## config.mk

```make
export PLATFORM = sky130hd
export DESIGN_NAME = sg_dma_engine
export DESIGN_NICKNAME = d
export VERILOG_FILES = /design/src/rtl/sg_dma_pkg.sv /design/src/rtl/sg_dma_desc_dec.sv /design/src/rtl/sg_dma_beat.sv /design/src/rtl/sg_dma_tblwalk.sv /design/src/rtl/sg_dma_engine.sv
export SDC_FILE = /design/constraint.sdc
export NUM_CORES = 1
export LEC_CHECK = 0
export BUFFER_PORTS_ARGS = -buffer_cell sky130_fd_sc_hd__buf_2
export CORE_MARGIN = 5
export CORE_UTILIZATION = 35
export CTS_BUF_LIST = sky130_fd_sc_hd__clkbuf_4 sky130_fd_sc_hd__clkbuf_8
export CTS_CLUSTER_SIZE = 30
export DETAILED_ROUTE_END_ITERATION = 10
export HOLD_SLACK_MARGIN = 0.12
export PLACE_DENSITY = 0.66
export SLEW_MARGIN = 25
export SYNTH_ARGS = -nofsm -noshare
export SYNTH_HDL_FRONTEND = slang
export SYNTH_SLANG_ARGS = --single-unit
```

## constraint.sdc

```tcl
create_clock -name clk -period 12.25 [get_ports clk]
set_input_delay 1.225 -clock clk [delete_from_list [all_inputs] [get_ports clk]]
set_output_delay 1.225 -clock clk [all_outputs]
set_load 0.005 [all_outputs]
```

## src/rtl/sg_dma_pkg.sv

```systemverilog
package sg_dma_pkg;

   typedef enum logic [3:0] {
      S_IDLE,
      S_D0_REQ,
      S_D0_WAIT,
      S_D1_REQ,
      S_D1_WAIT,
      S_CHECK,
      S_RD_REQ,
      S_RD_WAIT,
      S_TX,
      S_RX,
      S_WR_REQ,
      S_STEP
   } walk_state_t;

endpackage

```

## src/rtl/sg_dma_desc_dec.sv

```systemverilog
module sg_dma_desc_dec #(
   parameter int ADDR_W = 32,
   parameter int LEN_W  = 16,
   parameter int SEG_W  = 16
) (
   input  logic [ADDR_W-1:0] addr_word,
   input  logic [LEN_W-1:1]  len_field,
   input  logic              eot_bit,
   output logic [ADDR_W-1:0] rgn_addr,
   output logic [LEN_W:0]    rgn_len,
   output logic              last_entry,
   output logic              mis_aligned,
   output logic              seg_cross
);

   localparam logic [LEN_W:0] FULL_LEN = (LEN_W+1)'(1) << LEN_W;

   logic [LEN_W-1:0] raw_len;

   assign raw_len     = {len_field, 1'b0};
   assign rgn_len     = (raw_len == '0) ? FULL_LEN : {1'b0, raw_len};
   assign rgn_addr    = addr_word;
   assign last_entry  = eot_bit;
   assign mis_aligned = |addr_word[1:0];

   generate
      if (SEG_W >= ADDR_W) begin : g_no_seg
         assign seg_cross = 1'b0;
      end else begin : g_seg
         localparam int SUM_W = SEG_W + 2;
         localparam logic [SUM_W-1:0] SEG_SIZE = SUM_W'(1) << SEG_W;
         logic [SUM_W-1:0] end_off;
         assign end_off   = SUM_W'(addr_word[SEG_W-1:0]) + SUM_W'(rgn_len);
         assign seg_cross = end_off > SEG_SIZE;
      end
   endgenerate

endmodule

```

## src/rtl/sg_dma_beat.sv

```systemverilog
module sg_dma_beat #(
   parameter int DATA_W = 32,
   parameter int CNT_W  = 17
) (
   input  logic [CNT_W-1:0]    remain,
   input  logic                is_write,
   output logic [CNT_W-1:0]    beat_bytes,
   output logic [DATA_W/8-1:0] byte_en,
   output logic                final_beat
);

   localparam int BYTES = DATA_W / 8;
   localparam logic [CNT_W-1:0] BYTES_C = CNT_W'(BYTES);

   assign final_beat = remain <= BYTES_C;
   assign beat_bytes = final_beat ? remain : BYTES_C;

   generate
      for (genvar i = 0; i < BYTES; i++) begin : g_lane
         assign byte_en[i] = !is_write || (CNT_W'(i) < beat_bytes);
      end
   endgenerate

endmodule

```

## src/rtl/sg_dma_tblwalk.sv

```systemverilog
module sg_dma_tblwalk #(
   parameter int ADDR_W  = 32,
   parameter int SEG_W   = 16,
   parameter int ENTRY_B = 8
) (
   input  logic              clk,
   input  logic              rst_n,
   input  logic              load,
   input  logic              advance,
   input  logic [ADDR_W-1:0] base_in,
   output logic [ADDR_W-1:0] ptr,
   output logic              base_bad,
   output logic              next_cross
);

   localparam int AL_W = $clog2(ENTRY_B);

   always_ff @(posedge clk or negedge rst_n) begin
      if (!rst_n)       ptr <= '0;
      else if (load)    ptr <= base_in;
      else if (advance) ptr <= ptr + ADDR_W'(ENTRY_B);
   end

   assign base_bad = |base_in[AL_W-1:0];

   generate
      if (SEG_W >= ADDR_W) begin : g_flat
         assign next_cross = 1'b0;
      end else begin : g_seg
         logic [ADDR_W-1:0] nxt;
         assign nxt        = ptr + ADDR_W'(ENTRY_B);
         assign next_cross = nxt[ADDR_W-1:SEG_W] != ptr[ADDR_W-1:SEG_W];
      end
   endgenerate

endmodule

```

## src/rtl/sg_dma_engine.sv

```systemverilog
module sg_dma_engine
   import sg_dma_pkg::*;
#(
   parameter int ADDR_W = 32,
   parameter int DATA_W = 32,
   parameter int LEN_W  = 16,
   parameter int SEG_W  = 16
) (
   input  logic                clk,
   input  logic                rst_n,
   input  logic                cmd_start,
   input  logic                cmd_dir,
   input  logic [ADDR_W-1:0]   tbl_base,
   output logic                sts_active,
   output logic                sts_done,
   output logic                sts_err,
   output logic                mem_req,
   output logic                mem_we,
   output logic [ADDR_W-1:0]   mem_addr,
   output logic [DATA_W/8-1:0] mem_be,
   output logic [DATA_W-1:0]   mem_wdata,
   input  logic                mem_ack,
   input  logic                mem_rvalid,
   input  logic [DATA_W-1:0]   mem_rdata,
   output logic                dev_tx_valid,
   output logic [DATA_W-1:0]   dev_tx_data,
   input  logic                dev_tx_ready,
   input  logic                dev_rx_valid,
   input  logic [DATA_W-1:0]   dev_rx_data,
   output logic                dev_rx_ready
);

   localparam int BYTES   = DATA_W / 8;
   localparam int CNT_W   = LEN_W + 1;
   localparam int ENTRY_B = 8;

   generate
      if (DATA_W != 32) begin : g_bad_data
         $error("sg_dma_engine: DATA_W must be 32");
      end
      if (ADDR_W > 32 || ADDR_W < 8) begin : g_bad_addr
         $error("sg_dma_engine: ADDR_W must be 8..32");
      end
      if (LEN_W > 16 || LEN_W < 3) begin : g_bad_len
         $error("sg_dma_engine: LEN_W must be 3..16");
      end
      if (SEG_W < LEN_W) begin : g_bad_seg
         $error("sg_dma_engine: SEG_W must be at least LEN_W");
      end
   endgenerate

   walk_state_t st;
   logic              start_q;
   logic              dir_q;
   logic [ADDR_W-1:0] w0_q;
   logic [LEN_W-1:1]  len_fld_q;
   logic              eot_fld_q;
   logic [ADDR_W-1:0] cur_addr;
   logic [CNT_W-1:0]  remain;
   logic [DATA_W-1:0] data_q;
   logic              act_q, done_q, err_q;

   logic [ADDR_W-1:0] ptr;
   logic              base_bad, next_cross, ptr_load, ptr_adv;
   logic [ADDR_W-1:0] dec_addr;
   logic [CNT_W-1:0]  dec_len;
   logic              dec_eot, dec_mis, dec_cross;
   logic [CNT_W-1:0]  beat_bytes;
   logic              final_beat;
   logic              start_rise, stoppable, stop_now;

   assign start_rise = cmd_start && !start_q;
   assign stoppable  = (st != S_IDLE) && (st != S_D0_WAIT) &&
                       (st != S_D1_WAIT) && (st != S_RD_WAIT);
   assign stop_now   = stoppable && !cmd_start;
   assign ptr_load   = (st == S_IDLE) && start_rise && !base_bad;
   assign ptr_adv    = (st == S_STEP) && cmd_start && final_beat &&
                       !dec_eot && !next_cross;

   sg_dma_tblwalk #(.ADDR_W(ADDR_W), .SEG_W(SEG_W), .ENTRY_B(ENTRY_B)) u_walk (
      .clk       (clk),
      .rst_n     (rst_n),
      .load      (ptr_load),
      .advance   (ptr_adv),
      .base_in   (tbl_base),
      .ptr       (ptr),
      .base_bad  (base_bad),
      .next_cross(next_cross)
   );

   sg_dma_desc_dec #(.ADDR_W(ADDR_W), .LEN_W(LEN_W), .SEG_W(SEG_W)) u_dec (
      .addr_word  (w0_q),
      .len_field  (len_fld_q),
      .eot_bit    (eot_fld_q),
      .rgn_addr   (dec_addr),
      .rgn_len    (dec_len),
      .last_entry (dec_eot),
      .mis_aligned(dec_mis),
      .seg_cross  (dec_cross)
   );

   sg_dma_beat #(.DATA_W(DATA_W), .CNT_W(CNT_W)) u_beat (
      .remain    (remain),
      .is_write  (st == S_WR_REQ),
      .beat_bytes(beat_bytes),
      .byte_en   (mem_be),
      .final_beat(final_beat)
   );

   // Port-side decode
   assign mem_req = cmd_start && ((st == S_D0_REQ) || (st == S_D1_REQ) ||
                                  (st == S_RD_REQ) || (st == S_WR_REQ));
   assign mem_we       = (st == S_WR_REQ);
   assign mem_wdata    = data_q;
   assign dev_tx_valid = cmd_start && (st == S_TX);
   assign dev_tx_data  = data_q;
   assign dev_rx_ready = cmd_start && (st == S_RX);
   assign sts_active   = act_q;
   assign sts_done     = done_q;
   assign sts_err      = err_q;

   always_comb begin
      case (st)
         S_D0_REQ: mem_addr = ptr;
         S_D1_REQ: mem_addr = ptr + ADDR_W'(4);
         default:  mem_addr = cur_addr;
      endcase
   end

   always_ff @(posedge clk or negedge rst_n) begin
      if (!rst_n) begin
         st        <= S_IDLE;
         start_q   <= 1'b0;
         dir_q     <= 1'b0;
         w0_q      <= '0;
         len_fld_q <= '0;
         eot_fld_q <= 1'b0;
         cur_addr  <= '0;
         remain    <= '0;
         data_q    <= '0;
         act_q     <= 1'b0;
         done_q    <= 1'b0;
         err_q     <= 1'b0;
      end else begin
         start_q <= cmd_start;
         if (stop_now) begin
            st     <= S_IDLE;
            act_q  <= 1'b0;
            done_q <= 1'b1;
         end else begin
            case (st)
               S_IDLE: begin
                  if (start_rise) begin
                     done_q <= 1'b0;
                     dir_q  <= cmd_dir;
                     if (base_bad) begin
                        err_q <= 1'b1;
                     end else begin
                        err_q <= 1'b0;
                        act_q <= 1'b1;
                        st    <= S_D0_REQ;
                     end
                  end
               end
               S_D0_REQ:  if (mem_ack) st <= S_D0_WAIT;
               S_D0_WAIT: begin
                  if (mem_rvalid) begin
                     w0_q <= mem_rdata[ADDR_W-1:0];
                     st   <= S_D1_REQ;
                  end
               end
               S_D1_REQ:  if (mem_ack) st <= S_D1_WAIT;
               S_D1_WAIT: begin
                  if (mem_rvalid) begin
                     len_fld_q <= mem_rdata[LEN_W-1:1];
                     eot_fld_q <= mem_rdata[31];
                     st        <= S_CHECK;
                  end
               end
               S_CHECK: begin
                  if (dec_mis || dec_cross) begin
                     err_q <= 1'b1;
                     act_q <= 1'b0;
                     st    <= S_IDLE;
                  end else begin
                     cur_addr <= dec_addr;
                     remain   <= dec_len;
                     st       <= dir_q ? S_RX : S_RD_REQ;
                  end
               end
               S_RD_REQ:  if (mem_ack) st <= S_RD_WAIT;
               S_RD_WAIT: begin
                  if (mem_rvalid) begin
                     data_q <= mem_rdata;
                     st     <= S_TX;
                  end
               end
               S_TX: if (dev_tx_ready) st <= S_STEP;
               S_RX: begin
                  if (dev_rx_valid) begin
                     data_q <= dev_rx_data;
                     st     <= S_WR_REQ;
                  end
               end
               S_WR_REQ: if (mem_ack) st <= S_STEP;
               S_STEP: begin
                  if (final_beat) begin
                     act_q <= dec_eot ? 1'b0 : !next_cross;
                     if (dec_eot) begin
                        done_q <= 1'b1;
                        st     <= S_IDLE;
                     end else if (next_cross) begin
                        err_q <= 1'b1;
                        st    <= S_IDLE;
                     end else begin
                        st <= S_D0_REQ;
                     end
                  end else begin
                     cur_addr <= cur_addr + ADDR_W'(beat_bytes);
                     remain   <= remain - beat_bytes;
                     st       <= dir_q ? S_RX : S_RD_REQ;
                  end
               end
               default: st <= S_IDLE;
            endcase
         end
      end
   end


   req_hold_chk: assert property (@(posedge clk) disable iff (!rst_n)
      mem_req && !mem_ack |=> mem_req || !cmd_start);


   req_stable_chk: assert property (@(posedge clk) disable iff (!rst_n)
      mem_req && !mem_ack |=> !mem_req ||
         ($stable(mem_addr) && $stable(mem_we) && $stable(mem_be) && $stable(mem_wdata)));


   tx_stable_chk: assert property (@(posedge clk) disable iff (!rst_n)
      dev_tx_valid && !dev_tx_ready |=> !dev_tx_valid || $stable(dev_tx_data));


   rd_be_chk: assert property (@(posedge clk) disable iff (!rst_n)
      mem_req && !mem_we |-> (mem_be == '1));


   addr_align_chk: assert property (@(posedge clk) disable iff (!rst_n)
      mem_req |-> (mem_addr[1:0] == 2'b00));


   idle_quiet_chk: assert property (@(posedge clk) disable iff (!rst_n)
      !sts_active |-> !mem_req && !dev_tx_valid && !dev_rx_ready);


   status_excl_chk: assert property (@(posedge clk) disable iff (!rst_n)
      !(sts_done && sts_err) && !(sts_active && (sts_done || sts_err)));


   stop_chk: assert property (@(posedge clk) disable iff (!rst_n)
      sts_active && !cmd_start && (st != S_D0_WAIT) && (st != S_D1_WAIT) &&
      (st != S_RD_WAIT) |=> !sts_active && sts_done);


   rem_live_chk: assert property (@(posedge clk) disable iff (!rst_n)
      (st == S_RD_REQ || st == S_RX || st == S_TX || st == S_WR_REQ) |-> remain != '0);

endmodule

```

==> metrics.md <==
| Metric | Value |
|---|---|
| Yosys warnings | 0 |
| Worst Path Buf+Inv | 1 |
| Routing usage on met1 | 26.6% |
| Worst EP required | 12650 ps |
| DR vias/cell | 5.43 |
| Worst path slowest cell | or3b_2 |
| Resized cells post-CTS | 0 |
| Drt first pass iters | 5 |
| CTS max path bufs | 2 |
| # setup viols final | 0 |
| Met2 Use GR | 25.8% |
| Total grt overflow | 0 |
| Max Clock Skew | 17.8 ps |
| FMAX | 210 MHz |
| Clock transition at path regs | 110 ps |
| Area grow syn2layout | 14.2% |
| Hold Vio Cnt, Final | 0 |
| Fin util | 40.2% |
| PD cells | 245 nW/um^2 |
| Pleak | 5.66 nW |
| Sequential fraction of the synthesis area | 38.5% |
| Max transition margin | 32.3% |
| # diodes | 0 |
| Filler cell count | 3167 |
| Htree depth | 4 |
| Layout cells sized above 1 | 22.8% |
| Placer congestion estimate | 0.888 |
| Largest net degree at the start of global routing | 77 |
| Max-cap violations | 0 |
| CTS tree | yes |
| Worst setup SP type | flip-flop |
| Clk sink count | 170 |
| Number of flops mapped to enable cells by yosys | 0 |
| FP Rows | 65 |
| Post-layout net count | 1565 |
| Synth unique cells | 73 |
| Cell taking the most area after synthesis | dfrtp_1 |
| Mean routed wirelength per cell | 17.4 um |
| Commonest cells post-synth | 178 x nand2_1, 170 x dfrtp_1, 111 x nor2_1 |
| Slew Viols, Final | 0 |
| Inserted Clock Buffers | 17 |
| TNS Setup | 0 ps |
| Core Region | 31400 um^2 |
| Die area | 35200 um^2 |
| First-pass GRT wire length | 51000 um |
| Worst-Margin Slew | 1010 ps |
| Unrepaired setup endpoints after global routing | no |
| Outcome | complete, no violations |
| Top FF cell, synth | dfrtp_1 |
| Post-Syn Instances | 1290 |
| Critical path type | flip-flop to flip-flop |
| DP HPWL | 23900 um |
| Initial core utilization | 35.2% |
| Tmin final | 4770 ps |
| #FFs+latches synth | 170 |
| Mean post-synth cell area | 8.57 um^2 |
| Initial DRC Count | 819 |
| Grt met3 use | 4.67% |
| Setup Buffers After CTS | 0 |
| R2R setup slack | 7480 ps |
| Delay-heaviest family, CP | simple AND/OR/NAND/NOR gates |
| CP max stage delay | 530 ps |
| Crit end category | flip-flop |
| Cts hold-fix bufs | 0 |
| Share of the synthesized area in the top cell type | 38.5% |
| Gr usage total | 17.8% |
| Total number of vias | 9994 |
| IO Port Bufs | 210 |
| Height of the die | 188 um |
| CP cell instances | or3_1 > nor4_2 > and3_1 > and2_1 > ha_1 > inv_1 > fa_1 > nor2b_1 > o31ai_1 > a21oi_1 > a311oi_1 > o21ai_0 > a31oi_1 > or3b_2 > a21oi_1 > a2bb2oi_1 |
| Syn Std Cell Area | 11100 um^2 |
| Crit-path most repeated cell | a21oi_1 |
| Root Buffer Master | clkbuf_8 |
| Antenna Nets Post-Route | 0 |
| Vias in the first global route | 9324 |
| Detailed-route wire length | 32000 um |
| Initial antenna violation count | 0 |
| WP data arrival | 5170 ps |
| Remaining DRCs | 0 |
| Most frequent cell after synthesis | nand2_1 |
| Die width | 188 um |
| Clk_lat worst skew | 490 ps |
| Asr flop ratio synth | 100% |
| Final Cycle Share | 39.0% |
| Min-delay worst type | flip-flop to flip-flop |
| Io pins | 211 |
| Ranking of synthesized cells by area | dfrtp_1 38%, nand2_1 6.0%, mux2_2 5.1%, o21ai_0 4.7%, a21oi_1 4.6% |
| Max IR drop VDD | 0.000114 V |
| Largest fanout on the critical path | 8 |
| Global-route layer with the greatest usage | met1 |
==> sequential cells by signal, summed over array words and instances (netlist names) <==
register and cells:
cur_addr 32, dev_tx_data 32, u_walk.ptr 32, w0_q 32, remain 17, len_fld_q 15, st 4, dir_q 1
eot_fld_q 1, start_q 1, sts_active 1, sts_done 1, sts_err 1
==> power by group <==
| part | internal [W] | leakage, nW | switching, W | total, W |
|---|---|---|---|---|
| clock | 0.000178 | 0.216 | 0.000257 | 0.000435 |
| combinational | 0.000689 | 3.30 | 0.000843 | 0.00153 |
| sequential | 0.000803 | 2.14 | 0.000319 | 0.00112 |
==> stage by stage <==
stage | std cells | cell area, um^2 | hold WS (ps) | worst slack (ps) | total power, W
after global routing | 1839 | 12600 | 506 | 7020 | 0.00335
after global placement | 1806 | 12200 | 469 | 7670 | 0.00260
after CTS | 1838 | 12600 | 497 | 7510 | 0.00309
after detailed placement | 1806 | 12200 | 471 | 7530 | 0.00264
final | 1839 | 12600 | 496 | 7480 | 0.00309
after floorplan | 1303 | 11100 | 453 | 8170 | 0.00218
==> layout make-up <==
class / count / area, um^2 / share of cell area, %
repair buffers: 220 / 1140 / 9.03
multi-input cells: 986 / 6180 / 49.0
clock inverters: 15 / 204 / 1.61
well taps: 402 / 503 / 3.98
clock buffers: 17 / 234 / 1.85
inverters: 29 / 109 / 0.862
flip-flops and latches: 170 / 4250 / 33.7
==> worst register-to-register path: cells and delay by family, from the launching register on <==
kind                     cells  cell delay (ps)
adder cells (fa/ha/maj)      2              580
buffers and inverters        1               60
AND/OR/NAND/NOR              6             2190
flip-flops                   1              420
AO/OA/AOI/OAI                7             1450
==> kinds of logic (layout without fill, tap and decap cells) <==
group                    Yosys count  count (layout)  synth area share [%]
AND/OR/NAND/NOR                  438             438                  17.9
AO/OA/AOI/OAI                    346             346                  19.3
adder cells (fa/ha/maj)           37              37                  4.32
other                              2              15                0.0679
flip-flops                       170             170                  38.5
XOR/XNOR                          55              55                  4.36
multiplexers                      95              95                  9.18
buffers and inverters            147             281                  6.34
==> per-layer routing <==
layer	wire [um]	up-vias	share of wire (%)
met2	13500	385	42
met4	425	0	1.3
met1	15500	4776	48
met5	0	-	0
met3	2680	25	8.4
li1	-	4808	-
==> placed cells by master (no fill, tap or decap), types with 10 or more instances in the layout <==
cell type,n
mux2_2,50
nor2_1,109
mux2i_1,44
xor2_1,16
ha_1,35
nand3_1,28
and3_1,12
a21oi_1,102
nor4_1,10
clkbuf_8,17
inv_1,29
conb_1,15
o211ai_1,19
nand2_1,178
o21ai_0,103
nor3_1,26
nand4_1,14
a21o_1,15
and2_1,10
dfrtp_1,170
o21ai_1,12
xnor2_1,39
buf_2,209
==> final timing paths <==
kind	startpoint	end	cells past startpoint
worst min register to register	u_walk.ptr[1]$_DFFE_PN0P_	u_walk.ptr[1]$_DFFE_PN0P_	1
worst max register to register	remain[11]$_DFFE_PN0P_	cur_addr[22]$_DFFE_PN0P_	16
worst max-delay path	remain[11]$_DFFE_PN0P_	cur_addr[22]$_DFFE_PN0P_	16
min in group asynchronous	rst_n	u_walk.ptr[11]$_DFFE_PN0P_	1
max in group asynchronous	rst_n	dev_tx_data[0]$_DFFE_PN0P_	3
worst min-delay path	u_walk.ptr[1]$_DFFE_PN0P_	u_walk.ptr[1]$_DFFE_PN0P_	1
No activity file was read; power rests on OpenSTA's default activity.
